<file path="config.mk">
export PLATFORM = sky130hd
export DESIGN_NAME = txn_track_bits
export DESIGN_NICKNAME = d
export VERILOG_FILES = /design/src/rtl/ttb_pkg.sv /design/src/rtl/ttb_pick_low.sv /design/src/rtl/ttb_lines.sv /design/src/rtl/ttb_commit_walk.sv /design/src/rtl/txn_track_bits.sv
export SDC_FILE = /design/constraint.sdc
export NUM_CORES = 1
export LEC_CHECK = 0
export ABC_CLOCK_PERIOD_IN_PS = 8900
export CORE_MARGIN = 2
export CORE_UTILIZATION = 45
export CTS_CLUSTER_DIAMETER = 30
export DETAILED_ROUTE_END_ITERATION = 16
export DONT_BUFFER_PORTS = 1
export HOLD_SLACK_MARGIN = 0.15
export PLACE_DENSITY = 0.69
export SETUP_SLACK_MARGIN = 0.2
export SLEW_MARGIN = 10
export SYNTH_ARGS = -nofsm -noshare
export SYNTH_HDL_FRONTEND = slang
export SYNTH_SLANG_ARGS = --single-unit
</file>
<file path="constraint.sdc">
create_clock -name clk -period 8.9 [get_ports clk]
set_input_delay 1.78 -clock clk [delete_from_list [all_inputs] [get_ports clk]]
set_output_delay 1.78 -clock clk [all_outputs]
set_load 0.05 [all_outputs]
</file>
<file path="src/rtl/ttb_pkg.sv">
package ttb_pkg;
  typedef enum logic {
    WALK_IDLE = 1'b0,
    WALK_RUN  = 1'b1
  } walk_state_e;
endpackage

</file>
<file path="src/rtl/ttb_pick_low.sv">
module ttb_pick_low #(
  parameter int N  = 8,
  parameter int IW = 3
) (
  input  logic [N-1:0]  vec,
  output logic [IW-1:0] idx,
  output logic          any
);
  always_comb begin
    idx = '0;
    for (int i = N - 1; i >= 0; i--) begin
      if (vec[i]) idx = IW'(i);
    end
  end
  assign any = |vec;
endmodule

</file>
<file path="src/rtl/ttb_lines.sv">
module ttb_lines #(
  parameter int LINES = 8,
  parameter int WORDS = 4,
  parameter int TAG_W = 7,
  localparam int IDX_W = $clog2(LINES),
  localparam int OFF_W = $clog2(WORDS)
) (
  input  logic             clk,
  input  logic             rst,
  input  logic             acc_en,
  input  logic             acc_store,
  input  logic             acc_alloc,
  input  logic [IDX_W-1:0] acc_idx,
  input  logic [TAG_W-1:0] acc_tag,
  input  logic [OFF_W-1:0] acc_word,
  input  logic             clr_all,
  input  logic             abort_i,
  output logic [LINES-1:0] vld_q,
  output logic [LINES-1:0] mod_q,
  output logic [TAG_W-1:0] tag_q [LINES],
  output logic [WORDS-1:0] rd_q  [LINES],
  output logic [WORDS-1:0] rn_q  [LINES]
);
  logic [WORDS-1:0] word_oh;
  assign word_oh = WORDS'(1) << acc_word;

  for (genvar i = 0; i < LINES; i++) begin : g_line
    logic sel;
    assign sel = acc_en && (acc_idx == IDX_W'(i));

    always_ff @(posedge clk) begin
      if (rst) begin
        vld_q[i] <= 1'b0;
        mod_q[i] <= 1'b0;
        tag_q[i] <= '0;
        rd_q[i]  <= '0;
        rn_q[i]  <= '0;
      end else if (abort_i) begin
        if (mod_q[i]) vld_q[i] <= 1'b0;
        mod_q[i] <= 1'b0;
        rd_q[i]  <= '0;
        rn_q[i]  <= '0;
      end else if (clr_all) begin
        mod_q[i] <= 1'b0;
        rd_q[i]  <= '0;
        rn_q[i]  <= '0;
      end else if (sel) begin
        if (acc_alloc) begin
          vld_q[i] <= 1'b1;
          tag_q[i] <= acc_tag;
          mod_q[i] <= acc_store;
          rd_q[i]  <= acc_store ? '0 : word_oh;
          rn_q[i]  <= acc_store ? word_oh : '0;
        end else if (acc_store) begin
          mod_q[i] <= 1'b1;
          rn_q[i]  <= rn_q[i] | word_oh;
        end else if ((rn_q[i] & word_oh) == '0) begin
          rd_q[i]  <= rd_q[i] | word_oh;
        end
      end
    end
  end

  // a line carrying speculative writes is always a valid line
  p_mod_valid_r12: assert property (@(posedge clk) disable iff (rst)
    (mod_q & ~vld_q) == '0);
  // abort leaves no modified line behind
  p_abort_mod_r12: assert property (@(posedge clk) disable iff (rst)
    abort_i |=> (mod_q == '0));
endmodule

</file>
<file path="src/rtl/ttb_commit_walk.sv">
module ttb_commit_walk
  import ttb_pkg::*;
#(
  parameter int LINES = 8,
  localparam int IDX_W = $clog2(LINES)
) (
  input  logic             clk,
  input  logic             rst,
  input  logic             start,
  input  logic             kill,
  input  logic [LINES-1:0] mod_vec,
  output logic             busy_o,
  output logic [IDX_W-1:0] sel_idx,
  output logic             emit,
  output logic             last,
  output logic             fin
);
  walk_state_e      st_q;
  logic [LINES-1:0] pend_q;
  logic             any;

  ttb_pick_low #(.N(LINES), .IW(IDX_W)) u_pick (
    .vec (pend_q),
    .idx (sel_idx),
    .any (any)
  );

  assign busy_o = (st_q == WALK_RUN);
  assign emit   = busy_o && any;
  assign last   = busy_o && ($countones(pend_q) == 1);
  assign fin    = busy_o && (!any || last);

  always_ff @(posedge clk) begin
    if (rst || kill) begin
      st_q   <= WALK_IDLE;
      pend_q <= '0;
    end else if (st_q == WALK_IDLE) begin
      if (start) begin
        st_q   <= WALK_RUN;
        pend_q <= mod_vec;
      end
    end else begin
      if (any) pend_q <= pend_q & ~(LINES'(1) << sel_idx);
      if (fin) st_q <= WALK_IDLE;
    end
  end

  // each walk step retires exactly one pending line
  p_pend_step_r10: assert property (@(posedge clk) disable iff (rst)
    (busy_o && any && !kill) |=> ($countones(pend_q) + 1 == $countones($past(pend_q))));
endmodule

</file>
<file path="src/rtl/txn_track_bits.sv">
module txn_track_bits #(
  parameter int ADDR_W = 12,
  parameter int LINES  = 8,
  parameter int WORDS  = 4,
  localparam int OFF_W   = $clog2(WORDS),
  localparam int IDX_W   = $clog2(LINES),
  localparam int TAG_W   = ADDR_W - OFF_W - IDX_W,
  localparam int LADDR_W = ADDR_W - OFF_W
) (
  input  logic               clk,
  input  logic               rst,
  input  logic               req_valid,
  input  logic               req_store,
  input  logic               req_spec,
  input  logic [ADDR_W-1:0]  req_addr,
  input  logic               snp_valid,
  input  logic [ADDR_W-1:0]  snp_addr,
  input  logic               commit_i,
  input  logic               abort_i,
  output logic               rsp_valid,
  output logic               rsp_hit,
  output logic               viol_o,
  output logic               busy_o,
  output logic               pkt_valid,
  output logic [LADDR_W-1:0] pkt_addr,
  output logic [WORDS-1:0]   pkt_mask,
  output logic               pkt_last,
  output logic               done_o
);
  logic [LINES-1:0] vld_q, mod_q;
  logic [TAG_W-1:0] tag_q [LINES];
  logic [WORDS-1:0] rd_q  [LINES];
  logic [WORDS-1:0] rn_q  [LINES];

  // request decode
  logic [OFF_W-1:0] r_word;
  logic [IDX_W-1:0] r_idx;
  logic [TAG_W-1:0] r_tag;
  assign r_word = req_addr[OFF_W-1:0];
  assign r_idx  = req_addr[OFF_W +: IDX_W];
  assign r_tag  = req_addr[ADDR_W-1 -: TAG_W];

  // snoop decode
  logic [OFF_W-1:0] s_word;
  logic [IDX_W-1:0] s_idx;
  logic [TAG_W-1:0] s_tag;
  assign s_word = snp_addr[OFF_W-1:0];
  assign s_idx  = snp_addr[OFF_W +: IDX_W];
  assign s_tag  = snp_addr[ADDR_W-1 -: TAG_W];

  logic walk_busy, walk_emit, walk_last, walk_fin;
  logic [IDX_W-1:0] walk_idx;

  logic r_hit, r_tracked, spec_go, conflict, acc_en, s_hit;
  assign r_hit     = vld_q[r_idx] && (tag_q[r_idx] == r_tag);
  assign r_tracked = mod_q[r_idx] || (rd_q[r_idx] != '0) || (rn_q[r_idx] != '0);
  assign spec_go   = req_valid && req_spec && !walk_busy && !abort_i && !commit_i;
  assign conflict  = spec_go && vld_q[r_idx] && !r_hit && r_tracked;
  assign acc_en    = spec_go && !conflict;
  assign s_hit     = snp_valid && vld_q[s_idx] && (tag_q[s_idx] == s_tag)
                     && rd_q[s_idx][s_word];

  ttb_lines #(.LINES(LINES), .WORDS(WORDS), .TAG_W(TAG_W)) u_lines (
    .clk       (clk),
    .rst       (rst),
    .acc_en    (acc_en),
    .acc_store (req_store),
    .acc_alloc (!r_hit),
    .acc_idx   (r_idx),
    .acc_tag   (r_tag),
    .acc_word  (r_word),
    .clr_all   (walk_fin),
    .abort_i   (abort_i),
    .vld_q     (vld_q),
    .mod_q     (mod_q),
    .tag_q     (tag_q),
    .rd_q      (rd_q),
    .rn_q      (rn_q)
  );

  ttb_commit_walk #(.LINES(LINES)) u_walk (
    .clk     (clk),
    .rst     (rst),
    .start   (commit_i && !abort_i),
    .kill    (abort_i),
    .mod_vec (mod_q),
    .busy_o  (walk_busy),
    .sel_idx (walk_idx),
    .emit    (walk_emit),
    .last    (walk_last),
    .fin     (walk_fin)
  );
  assign busy_o = walk_busy;

  always_ff @(posedge clk) begin
    if (rst) begin
      rsp_valid <= 1'b0;
      rsp_hit   <= 1'b0;
      viol_o    <= 1'b0;
      pkt_valid <= 1'b0;
      pkt_addr  <= '0;
      pkt_mask  <= '0;
      pkt_last  <= 1'b0;
      done_o    <= 1'b0;
    end else begin
      rsp_valid <= req_valid;
      rsp_hit   <= req_valid && r_hit;
      if (abort_i)                viol_o <= 1'b0;
      else if (s_hit || conflict) viol_o <= 1'b1;
      pkt_valid <= walk_emit && !abort_i;
      pkt_addr  <= {tag_q[walk_idx], walk_idx};
      pkt_mask  <= rn_q[walk_idx];
      pkt_last  <= walk_last && !abort_i;
      done_o    <= walk_fin && !abort_i;
    end
  end

  // violation holds until acknowledged
  p_viol_hold_r4: assert property (@(posedge clk) disable iff (rst)
    (viol_o && !abort_i) |=> viol_o);
  // abort drops the violation
  p_abort_viol_r12: assert property (@(posedge clk) disable iff (rst)
    abort_i |=> !viol_o);
  // every request gets a response one cycle later
  p_rsp_r2: assert property (@(posedge clk) disable iff (rst)
    req_valid |=> rsp_valid);
  // final beat is followed by a quiet cycle
  p_last_gap_r10: assert property (@(posedge clk) disable iff (rst)
    (pkt_valid && pkt_last) |=> !pkt_valid);
  // done never accompanies a non-final beat
  p_done_last_r10: assert property (@(posedge clk) disable iff (rst)
    (pkt_valid && !pkt_last) |-> !done_o);
endmodule

</file>
### Yosys cells after proc, flatten, opt, wreduce, memory -nomap -nowiden

Cells that the tools add are included.

* register bits: 165
* bits of input ports: 32
* output and inout port bits: 21
* logic and storage cells: 343

* add/sub/neg operators: 7
* $lt $le $gt $ge: 6
* equality and inequality tests: 31
* shift-type cells: 2
* mux-type cells: 120
* bitwise logic cells: 32
* reduce and logical (&&, ||, !) cells: 95

Operators by type and width (count)
* $mux 4: 50
* $add 32x32->32: 3
* $or 4x4->4: 16
* $reduce_and 4->1: 16
* $bmux 7 s3: 3
* $bmux 4 s3: 4
* $mux 1: 42
* $mux 7: 6
* $and 4x4->4: 8
* $eq 32x2->1 const B: 1
* $logic_not 4->1: 8
* $ne 2x1->1 const B: 16
* $logic_and 1x1->1: 28
* $mux 3: 8
* $mux 8: 3
* $reduce_and 3->1: 8
* $reduce_and 2->1: 9
* $reduce_bool 2->1: 9
* $eq 7x7->1: 2
* $eq 3x3->1 const B: 4
* $ge 4x4->1 const B: 3
* $not 3->4: 3
* $ne 2x2->1 const B: 5
* $bmux 1 s3: 3
* 18 further kinds: 35

### Depth between registers and ports, before layout

Gate-level depths: netlist (run 1).

* word-level depth: 15
* depth in mapped cells: 16
* gate-level depth less buffers: 15

### Hierarchy

A second synthesis (run 1) with hierarchy kept.

* cells, all modules: 929
* area total of the unflattened synthesis: 8829.7 um^2

Modules (own cells, without submodules)
* ttb_lines: times used 1, cells each 619, area each 5363.9 um^2, sequential area each 2722.6 um^2
* txn_track_bits: times used 1, cells each 230, area each 2770.2 um^2, sequential area each 400.4 um^2
* ttb_commit_walk: times used 1, cells each 67, area each 614.3 um^2, sequential area each 180.2 um^2
* ttb_pick_low: times used 1, cells each 13, area each 81.3 um^2, sequential area each 0.0 um^2

### Worst setup path before layout (run 1)

Ideal clock, no wire load.

* path kind: input to register
* from: input port req_addr[4]
* to: register u_lines.rd_q[30] (netlist name)
* library setup time: 119 ps
* data arrival time: 4037 ps
* required time: 8781 ps
* slack: 4744 ps
* stages: 9
* path buffers: 2
* cells stage by stage: clkbuf_1 -> mux4_2 -> o21a_1 -> nor4b_2 -> and4_4 -> buf_6 -> mux2i_1 -> nor3_1 -> o221a_2

* longest elaborated chain between the ends: 13
* elaborated cells on any way between the ends: 32
* those cells by class: eq/ne: 3; mux: 14; bitwise: 1; reduce/logical: 14

Ends and longest elaborated chain
* start: declaration: RTL line txn_track_bits.sv:15 `input logic [ADDR_W-1:0] req_addr,`
* $not 3->4 (implied by the code): RTL line txn_track_bits.sv:55, txn_track_bits.sv:56
* $bmux 7 s3: RTL line txn_track_bits.sv:55 `assign r_hit = vld_q[r_idx] && (tag_q[r_idx] == r_tag);`
* $mux 7 (implied by the code) (2 in a row): RTL line txn_track_bits.sv:55
* $eq 7x7->1: RTL line txn_track_bits.sv:55
* $logic_and 1x1->1: RTL line txn_track_bits.sv:55
* $logic_not 1->1
* $logic_and 1x1->1 (2 in a row): RTL line txn_track_bits.sv:58 `assign conflict = spec_go && vld_q[r_idx] && !r_hit && r_tracked;`
* $logic_not 1->1: RTL line txn_track_bits.sv:59 `assign acc_en = spec_go && !conflict;`
* $logic_and 1x1->1: RTL line txn_track_bits.sv:59
* $logic_and 1x1->1: RTL line ttb_lines.sv:29 `assign sel = acc_en && (acc_idx == IDX_W'(i));`
* $reduce_and 3->1 (no line)
* end signal: indexed assignment: RTL line ttb_lines.sv:52 `rd_q[i] <= acc_store ? '0 : word_oh;`
* end signal: indexed assignment: RTL line ttb_lines.sv:58 `rd_q[i] <= rd_q[i] | word_oh;`
* end: declaration: RTL line ttb_lines.sv:21 `output logic [WORDS-1:0] rd_q [LINES],`

Parallel ways exist; a longest one is shown, timed or not. The select of a mux whose other input is x is not followed.
A chain may end at the register's enable or synchronous reset.

### Worst setup path in the final report (run 1)

* from: input port abort_i
* to: register u_lines.rn_q[18] (netlist name)

* longest elaborated chain between the ends: 10
* elaborated cells on any way between the ends: 11
* those cells by class: reduce/logical: 11

Ends and longest elaborated chain
* start: declaration: RTL line txn_track_bits.sv:19 `input logic abort_i,`
* $logic_not 1->1: RTL line txn_track_bits.sv:57 `assign spec_go = req_valid && req_spec && !walk_busy && !abort_i && !commit_i;`
* $logic_and 1x1->1 (2 in a row): RTL line txn_track_bits.sv:57
* $logic_and 1x1->1 (3 in a row): RTL line txn_track_bits.sv:58
* $logic_not 1->1: RTL line txn_track_bits.sv:59
* $logic_and 1x1->1: RTL line txn_track_bits.sv:59
* $logic_and 1x1->1: RTL line ttb_lines.sv:29
* $reduce_and 2->1 (no line)
* end signal: indexed assignment: RTL line ttb_lines.sv:53 `rn_q[i] <= acc_store ? word_oh : '0;`
* end signal: indexed assignment: RTL line ttb_lines.sv:56 `rn_q[i] <= rn_q[i] | word_oh;`
* end: declaration: RTL line ttb_lines.sv:22 `output logic [WORDS-1:0] rn_q [LINES]`

Parallel ways exist; a longest one is shown, timed or not.

==> flow_summary_export.csv, run 1 <==
group,metric,value,unit
clocking,clk_latency,0.43,ns
sta,relSlewSlack,0.156,
die,core_area,0.0202,mm^2
global_routing,grt-ovfl-total,0,
yosys,syn_inst,1036,
setup_path,cp.depth,7,
clocking,cts_root_buffer,"clkbuf_16",
yosys,synthesis.area,0.00930,mm^2
setup_path,critical_path.top_delay_family,"simple AND/OR/NAND/NOR gates",
clocking,clock-sinks,165,
detailed_routing,wl,29500,um
setup_path,slowest_stage,"o21ai_2",
place,globalplace.congestion,0.963,
final_layout,syn_to_final_growth,6.95,%
setup_path,crit_start,"abort_i",
die,start_util,0.460,
place,pre_cts_ws,3.45,ns
global_routing,grt_pass1_vias,7853,
clocking,clk_pin_slew,0.07,ns
yosys,async_reset_ff_frac,0,
sta,slew_viol_final,0,
final_layout,fin_util,0.492,
yosys,yosysSeqAreaShare,0.355,
final_layout,register_area,0.00330,mm^2
clocking,holdBufCountCts,0,
yosys,avgSynthCellArea,8.98,um^2
clocking,cts_resized,0,
final_layout,drive_gt1_frac,0.148,
setup_path,critPathCaptureType,"flip-flop",
die,rows,52,
yosys,synthDistinctLibCells,62,
sta,finalSetupTns,0,ns
setup_path,cp_common_cell,"nor2_1",
detailed_routing,dr.pass1.iters,7,
setup_path,cpPeakStageDelay,1.24,ns
global_routing,grt_pass1_wl,45800,um
clocking,cts_buffers,17,
detailed_routing,ant_nets,0,
power_and_ir_drop,power-per-cell-area,155,mW/mm^2
sta,tightestPinTransition,1.27,ns
setup_path,cp.arrival,5.49,ns
setup_path,path_cells,"nor2_1 > nand3_1 > nor2_1 > nand4_1 > o21ai_2 > nor3_1 > a22o_1",
die,die-area,0.0218,mm^2
global_routing,antenna_found_initial,0,
detailed_routing,routedWlPerCell,23.3,um
final_layout,multi_input_area,0.00556,mm^2
yosys,post_synth_main_area_contributors,"dfxtp_1 36%, mux4_2 11%, mux2i_1 7.7%",
yosys,synth_top_area_cell,"dfxtp_1",
sta,finalSetupViolations,0,
die,io_pins,53,
job,maxCapViolations,0,
power_and_ir_drop,irDropWorstVdd,0.128,mV
final_layout,fillers,1853,
setup_path,worstPathRequired,9.23,ns
detailed_routing,vias,8249,
place,dp_hpwl,19500,um
sta,rsz0062_at_grt,"false",
status,status,"completed",
sta,fin_crit,5.16,ns
setup_path,crit_end,"u_lines.rn_q[18]",
global_routing,met3_usage,0.0735,
yosys,synth_top_area_share,0.355,
min_path,hold_class,"reg -> reg",
global_routing,track_usage,0.271,
final_layout,layout.cells.most_common,"dfxtp_1",
clocking,clk_path_buf_depth,2,
setup_path,r2r_slack,3.85,ns
clocking,cts-htree-levels,4,
yosys,synth_edf_count,0,
setup_path,worst_r2r_path_depth,16,
sta,max_freq,194,MHz
setup_path,timing.rr.end,"u_lines.rn_q[7]",
sta,post-route-period-util,0.580,
sta,worst_slack,3.74,ns
sta,final_hold_viol_count,0,
setup_path,crit_buf_inv,0,
detailed_routing,drc,0,
yosys,synth_nets,1084,
final_layout,antenna_cells,0,
final_layout,nets,1033,
setup_path,r2r_start,"u_walk.pend_q[0]",
global_routing,use_met2,0.418,
final_layout,layout_common_cells,"165 x dfxtp_1, 144 x nand2_1, 111 x nor2_1",
yosys,ys_warn_count,0,
clocking,post_cts_buffers,0,
detailed_routing,drt_iter0_drc,986,
clocking,cts_tree,"built",
sta,finClkSkew,0.0102,ns
global_routing,grtUsageMet1,0.365,
setup_path,path_max_fanout,23,
die,die_w,148,um
power_and_ir_drop,p_leak,3.47,nW
detailed_routing,viasPerCell,6.51,
die,fp.dieH,148,um
setup_path,critical_path_class,"in -> reg",
yosys,ys_ff_latch,165,
place,port_buffers,0,
global_routing,grt_max_degree,82,
global_routing,grt-busiest-layer,"met2",
yosys,ys.flop_type,"dfxtp_1",
setup_path,cp-start-kind,"input pin",
==> stage by stage <==
stage / instance area, um^2 / instances / power [W] / hold slack, ns
after global routing: 9950 / 1268 / 0.00158 / 0.502
after global placement: 9380 / 1236 / 0.000826 / 0.467
after CTS: 9950 / 1268 / 0.00154 / 0.481
final: 9950 / 1268 / 0.00154 / 0.488
after floorplan: 9300 / 1036 / 0.000837 / 0.441
after detailed placement: 9380 / 1236 / 0.000826 / 0.472
==> synth_stat cells (15+ instances only) <==
master and number:
inv_1 21, nor2_1 111, nand3_1 54, mux4_2 44, clkbuf_1 52, and3_1 15
a22o_1 31, nor4_1 15, o21ai_0 19, mux2i_1 72, o221a_2 22, a21oi_1 49
dfxtp_1 165, nand2_1 144, nor3_1 34
==> sequential cells by signal, summed over array words and instances, names as in the netlist <==
| name | flops |
|---|---|
| u_lines.rd_q | 32 |
| u_walk.busy_o | 1 |
| u_walk.pend_q | 8 |
| pkt_last | 1 |
| viol_o | 1 |
| pkt_mask | 4 |
| done_o | 1 |
| u_lines.tag_q | 56 |
| u_lines.vld_q | 8 |
| rsp_hit | 1 |
| rsp_valid | 1 |
| u_lines.rn_q | 32 |
| pkt_addr | 10 |
| u_lines.mod_q | 8 |
| pkt_valid | 1 |
==> cells by family after synthesis <==
logic type,synth area share
mux,0.189
simple gates,0.211
buf+inv,0.0514
compound gates,0.160
fa+ha+maj,0.0248
flops,0.355
xor+xnor,0.00848
==> routing by layer <==
metal	share of wire	wire length, um	up-vias
li1	-	-	3689
met1	0.40	11900	3941
met2	0.45	13200	537
met3	0.11	3390	82
met4	0.033	964	0
met5	0	0	-
==> worst min-delay path by stage <==
stage                           startpoint                to  slack, ns  depth (start not counted)
after floorplan           u_lines.rd_q[11]  u_lines.rd_q[11]       0.44                          1
after global placement    u_lines.tag_q[4]  u_lines.tag_q[4]       0.47                          2
after detailed placement  u_lines.vld_q[0]  u_lines.vld_q[0]       0.47                          2
after CTS                 u_lines.vld_q[0]  u_lines.vld_q[0]       0.48                          2
after global routing       u_lines.rd_q[7]   u_lines.rd_q[7]       0.50                          1
final                     u_lines.rd_q[11]  u_lines.rd_q[11]       0.49                          1
==> report_power, final <==
part	internal, W	switching [W]
clock network	0.000394	0.000334
logic	0.0000275	0.0000401
registers	0.000740	0.00000389
==> worst reg2reg max path, delay by kind of cell, from the launching register on <==
family | cells | cell delay [ns]
DFF | 1 | 0.46
AOI/OAI and AO/OA | 3 | 0.77
adders and majority gates | 5 | 1.94
and+or+nand+nor | 3 | 1.24
buffers and inverters | 5 | 0.57
==> final cells by class <==
cell class	instances	area share
Multi-Input combinational cell	767	0.559
Timing Repair Buffer	13	0.00981
Tap cell	270	0.0340
Sequential cell	165	0.332
Clock buffer	18	0.0431
Inverter	21	0.00792
Clock inverter	14	0.0142
No activity file was read; power rests on OpenSTA's default activity.
==> inputs of run 2 (changes only) <==
Settings changed: ABC_AREA from default to 1, ABC_CLOCK_PERIOD_IN_PS 8900 to 4900.
Clock period 8.9 ns to 4.9 ns, I/O delays scaled along.
==> run 2 against run 1 <==
Worst setup slack got worse by 3.2 ns. Clock skew is 0.0017 ns higher. Synthesized area rose by 9.6%. Non-clock buffer count grew 8. Register-to-register slack got worse by 3.3 ns. Global-route usage increased by 2.5 points. Synthesized cell count up 62%. Power increased by 90%. Core utilization is 0.70 points lower. Die area grew 9.4%. Largest cell class unchanged.
==> flow_summary_export.csv, run 2 <==
group,metric,value,unit
clocking,cts-htree-levels,4,
yosys,avgSynthCellArea,6.08,um^2
die,io_pins,53,
sta,finClkSkew,0.0120,ns
setup_path,crit_buf_inv,4,
final_layout,multi_input_area,0.00590,mm^2
detailed_routing,viasPerCell,5.86,
yosys,synthDistinctLibCells,37,
final_layout,layout.cells.most_common,"nand2_1",
yosys,synth_nets,1724,
final_layout,layout_common_cells,"500 x nand2_1, 216 x nor2_1, 165 x dfxtp_1",
setup_path,r2r_start,"u_walk.pend_q[0]",
global_routing,grt_max_degree,52,
final_layout,fin_util,0.485,
min_path,hold_class,"reg -> reg",
global_routing,track_usage,0.296,
clocking,cts_root_buffer,"clkbuf_16",
detailed_routing,drc,0,
place,dp_hpwl,24800,um
setup_path,critical_path_class,"reg -> reg",
detailed_routing,wl,35400,um
detailed_routing,ant_nets,0,
final_layout,regMostFlops,"u_lines.tag_q",
clocking,cts_resized,0,
yosys,syn_inst,1676,
power_and_ir_drop,irDropWorstVdd,0.180,mV
yosys,yosysMostFrequentCell,"nand2_1",
clocking,cts_buffers,17,
place,port_buffers,0,
setup_path,worstPathRequired,5.23,ns
global_routing,antenna_found_initial,1,
detailed_routing,vias,11300,
setup_path,critical_path.top_delay_family,"adder cells",
yosys,ys_ff_latch,165,
sta,finalSetupViolations,0,
die,die_w,155,um
final_layout,largest_reg_flops,56,
setup_path,crit_end,"u_lines.tag_q[51]",
final_layout,reg_top3,"u_lines.tag_q (56), u_lines.rd_q (32), u_lines.rn_q (32)",
yosys,synth_top_area_cell,"dfxtp_1",
setup_path,crit_start,"u_walk.pend_q[0]",
setup_path,cp.arrival,4.64,ns
status,status,"completed",
power_and_ir_drop,power-per-cell-area,269,mW/mm^2
min_path,min_path_cells,2,
final_layout,register_area,0.00330,mm^2
yosys,ys.flop_type,"dfxtp_1",
min_path,min_from,"u_lines.rd_q[9]",
global_routing,grt-ovfl-total,0,
die,core_area,0.0224,mm^2
sta,worst_slack,0.586,ns
yosys,synth_commonest_cells,"501 x nand2_1, 217 x nor2_1, 165 x dfxtp_1",
die,die-area,0.0239,mm^2
global_routing,grt_pass1_vias,10000,
final_layout,antenna_cells,0,
clocking,clock-sinks,165,
detailed_routing,routedWlPerCell,18.4,um
yosys,synthesis.area,0.0102,mm^2
final_layout,nets,1676,
setup_path,timing.rr.end,"u_lines.tag_q[51]",
setup_path,critPathCaptureType,"flip-flop",
final_layout,drive_gt1_frac,0.0470,
die,rows,55,
sta,finalSetupTns,0,ns
clocking,holdBufCountCts,0,
die,fp.dieH,155,um
clocking,clk_pin_slew,0.07,ns
clocking,cts_tree,"built",
job,maxCapViolations,0,
yosys,ys_warn_count,0,
setup_path,r2r_slack,0.59,ns
setup_path,path_cells,"inv_1 > ha_1 > inv_1 > fa_1 > fa_1 > inv_1 > ha_1 > fa_1 > nor4_1 > inv_1 > nand2_1 > nor2_1 > nand2_4 > nor2_1 > nand2_1 > nand2_1 > nor2_1",
sta,final_hold_viol_count,0,
sta,relSlewSlack,0.265,
sta,slew_viol_final,0,
yosys,post_synth_main_area_contributors,"dfxtp_1 32%, nand2_1 18%, nor2_1 8.0%",
setup_path,worst_r2r_path_depth,17,
clocking,post_cts_buffers,0,
place,globalplace.congestion,0.979,
sta,tightestPinTransition,1.10,ns
yosys,synth_edf_count,0,
setup_path,cp.depth,17,
setup_path,cp-start-kind,"flip-flop",
sta,post-route-period-util,0.880,
clocking,clk_path_buf_depth,2,
sta,max_freq,232,MHz
die,start_util,0.454,
final_layout,syn_to_final_growth,6.63,%
setup_path,path_max_fanout,15,
detailed_routing,drt_iter0_drc,1547,
yosys,async_reset_ff_frac,0,
setup_path,cpPeakStageDelay,0.86,ns
place,pre_cts_ws,0.698,ns
setup_path,slowest_stage,"nor2_1",
sta,fin_crit,4.31,ns
final_layout,fillers,2329,
sta,rsz0062_at_grt,"false",
yosys,yosysSeqAreaShare,0.324,
setup_path,cp_common_cell,"inv_1",
global_routing,grt_pass1_wl,55600,um
power_and_ir_drop,p_leak,4.31,nW
detailed_routing,dr.pass1.iters,6,
clocking,clk_latency,0.44,ns
yosys,synth_top_area_share,0.324,
-- run 2: changes by cell type after synthesis, sizes merged, moves of 31 or more --
| cell | before | now |
|---|---|---|
| inv | 21 | 150 |
| o21ai | 24 | 130 |
| nor2 | 119 | 225 |
| a21oi | 53 | 135 |
| nand4 | 7 | 58 |
| mux2i | 72 | 0 |
| nand3 | 54 | 109 |
| o22ai | 0 | 35 |
| nand2 | 144 | 505 |
| mux4 | 44 | 0 |
| a22o | 31 | 0 |
-- run 2: worst min-delay path: cells and delay by family, from the launching register on --
kind	cells	cell delay, ns
flip-flops	1	0.31
AND/OR/NAND/NOR	1	0.06
AO/OA/AOI/OAI	1	0.05
-- run 2: layout make-up --
| class | instances | share of cell area |
|---|---|---|
| Clock buffer | 19 | 0.0407 |
| Inverter | 157 | 0.0544 |
| Tap cell | 285 | 0.0328 |
| Multi-Input combinational cell | 1266 | 0.543 |
| Sequential cell | 165 | 0.304 |
| Timing Repair Buffer | 21 | 0.0145 |
| Clock inverter | 12 | 0.0110 |
-- run 2: cell families (layout without fill, tap and decap cells) --
group / Yosys count / in the layout / share of synthesized area
compound gates: 335 / 335 / 0.181
xor+xnor: 2 / 2 / 0.00172
fa+ha+maj: 16 / 16 / 0.0226
buf+inv: 245 / 209 / 0.0979
flops: 165 / 165 / 0.324
simple gates: 913 / 913 / 0.373
-- run 2: worst min-delay path by stage --
stage                                   to  slack, ns
final                      u_lines.rd_q[9]       0.46
after global routing       u_lines.rd_q[6]       0.48
after CTS                  u_lines.rd_q[6]       0.47
after detailed placement  u_lines.rd_q[25]       0.45
after global placement    u_lines.rd_q[10]       0.45
after floorplan           u_lines.rd_q[10]       0.44
-- run 2: routing by layer --
| layer | wire length [um] | up-vias | track usage |
|---|---|---|---|
| met4 | 845 | 2 | 0.0957 |
| met1 | 15200 | 5155 | 0.420 |
| li1 | - | 5401 | - |
| met2 | 15300 | 657 | 0.448 |
| met3 | 4030 | 63 | 0.0614 |
| met5 | 28 | - | 0 |
-- run 2: where the power goes --
part | leakage [nW] | switching (W) | internal [W]
combinational | 2.71 | 0.000177 | 0.0000653
sequential | 1.33 | 0.00000673 | 0.00134
clock | 0.271 | 0.000609 | 0.000720
total | 4.31 | 0.000793 | 0.00213
-- run 2: through the flow --
stage	power [W]	area [um^2]	hold WS, ns	cells
global placement	0.00161	10300	0.449	1894
floorplan	0.00157	10200	0.441	1676
CTS	0.00292	10900	0.465	1925
detailed placement	0.00162	10300	0.454	1894
finish	0.00292	10900	0.463	1925
global route	0.00301	10900	0.479	1925
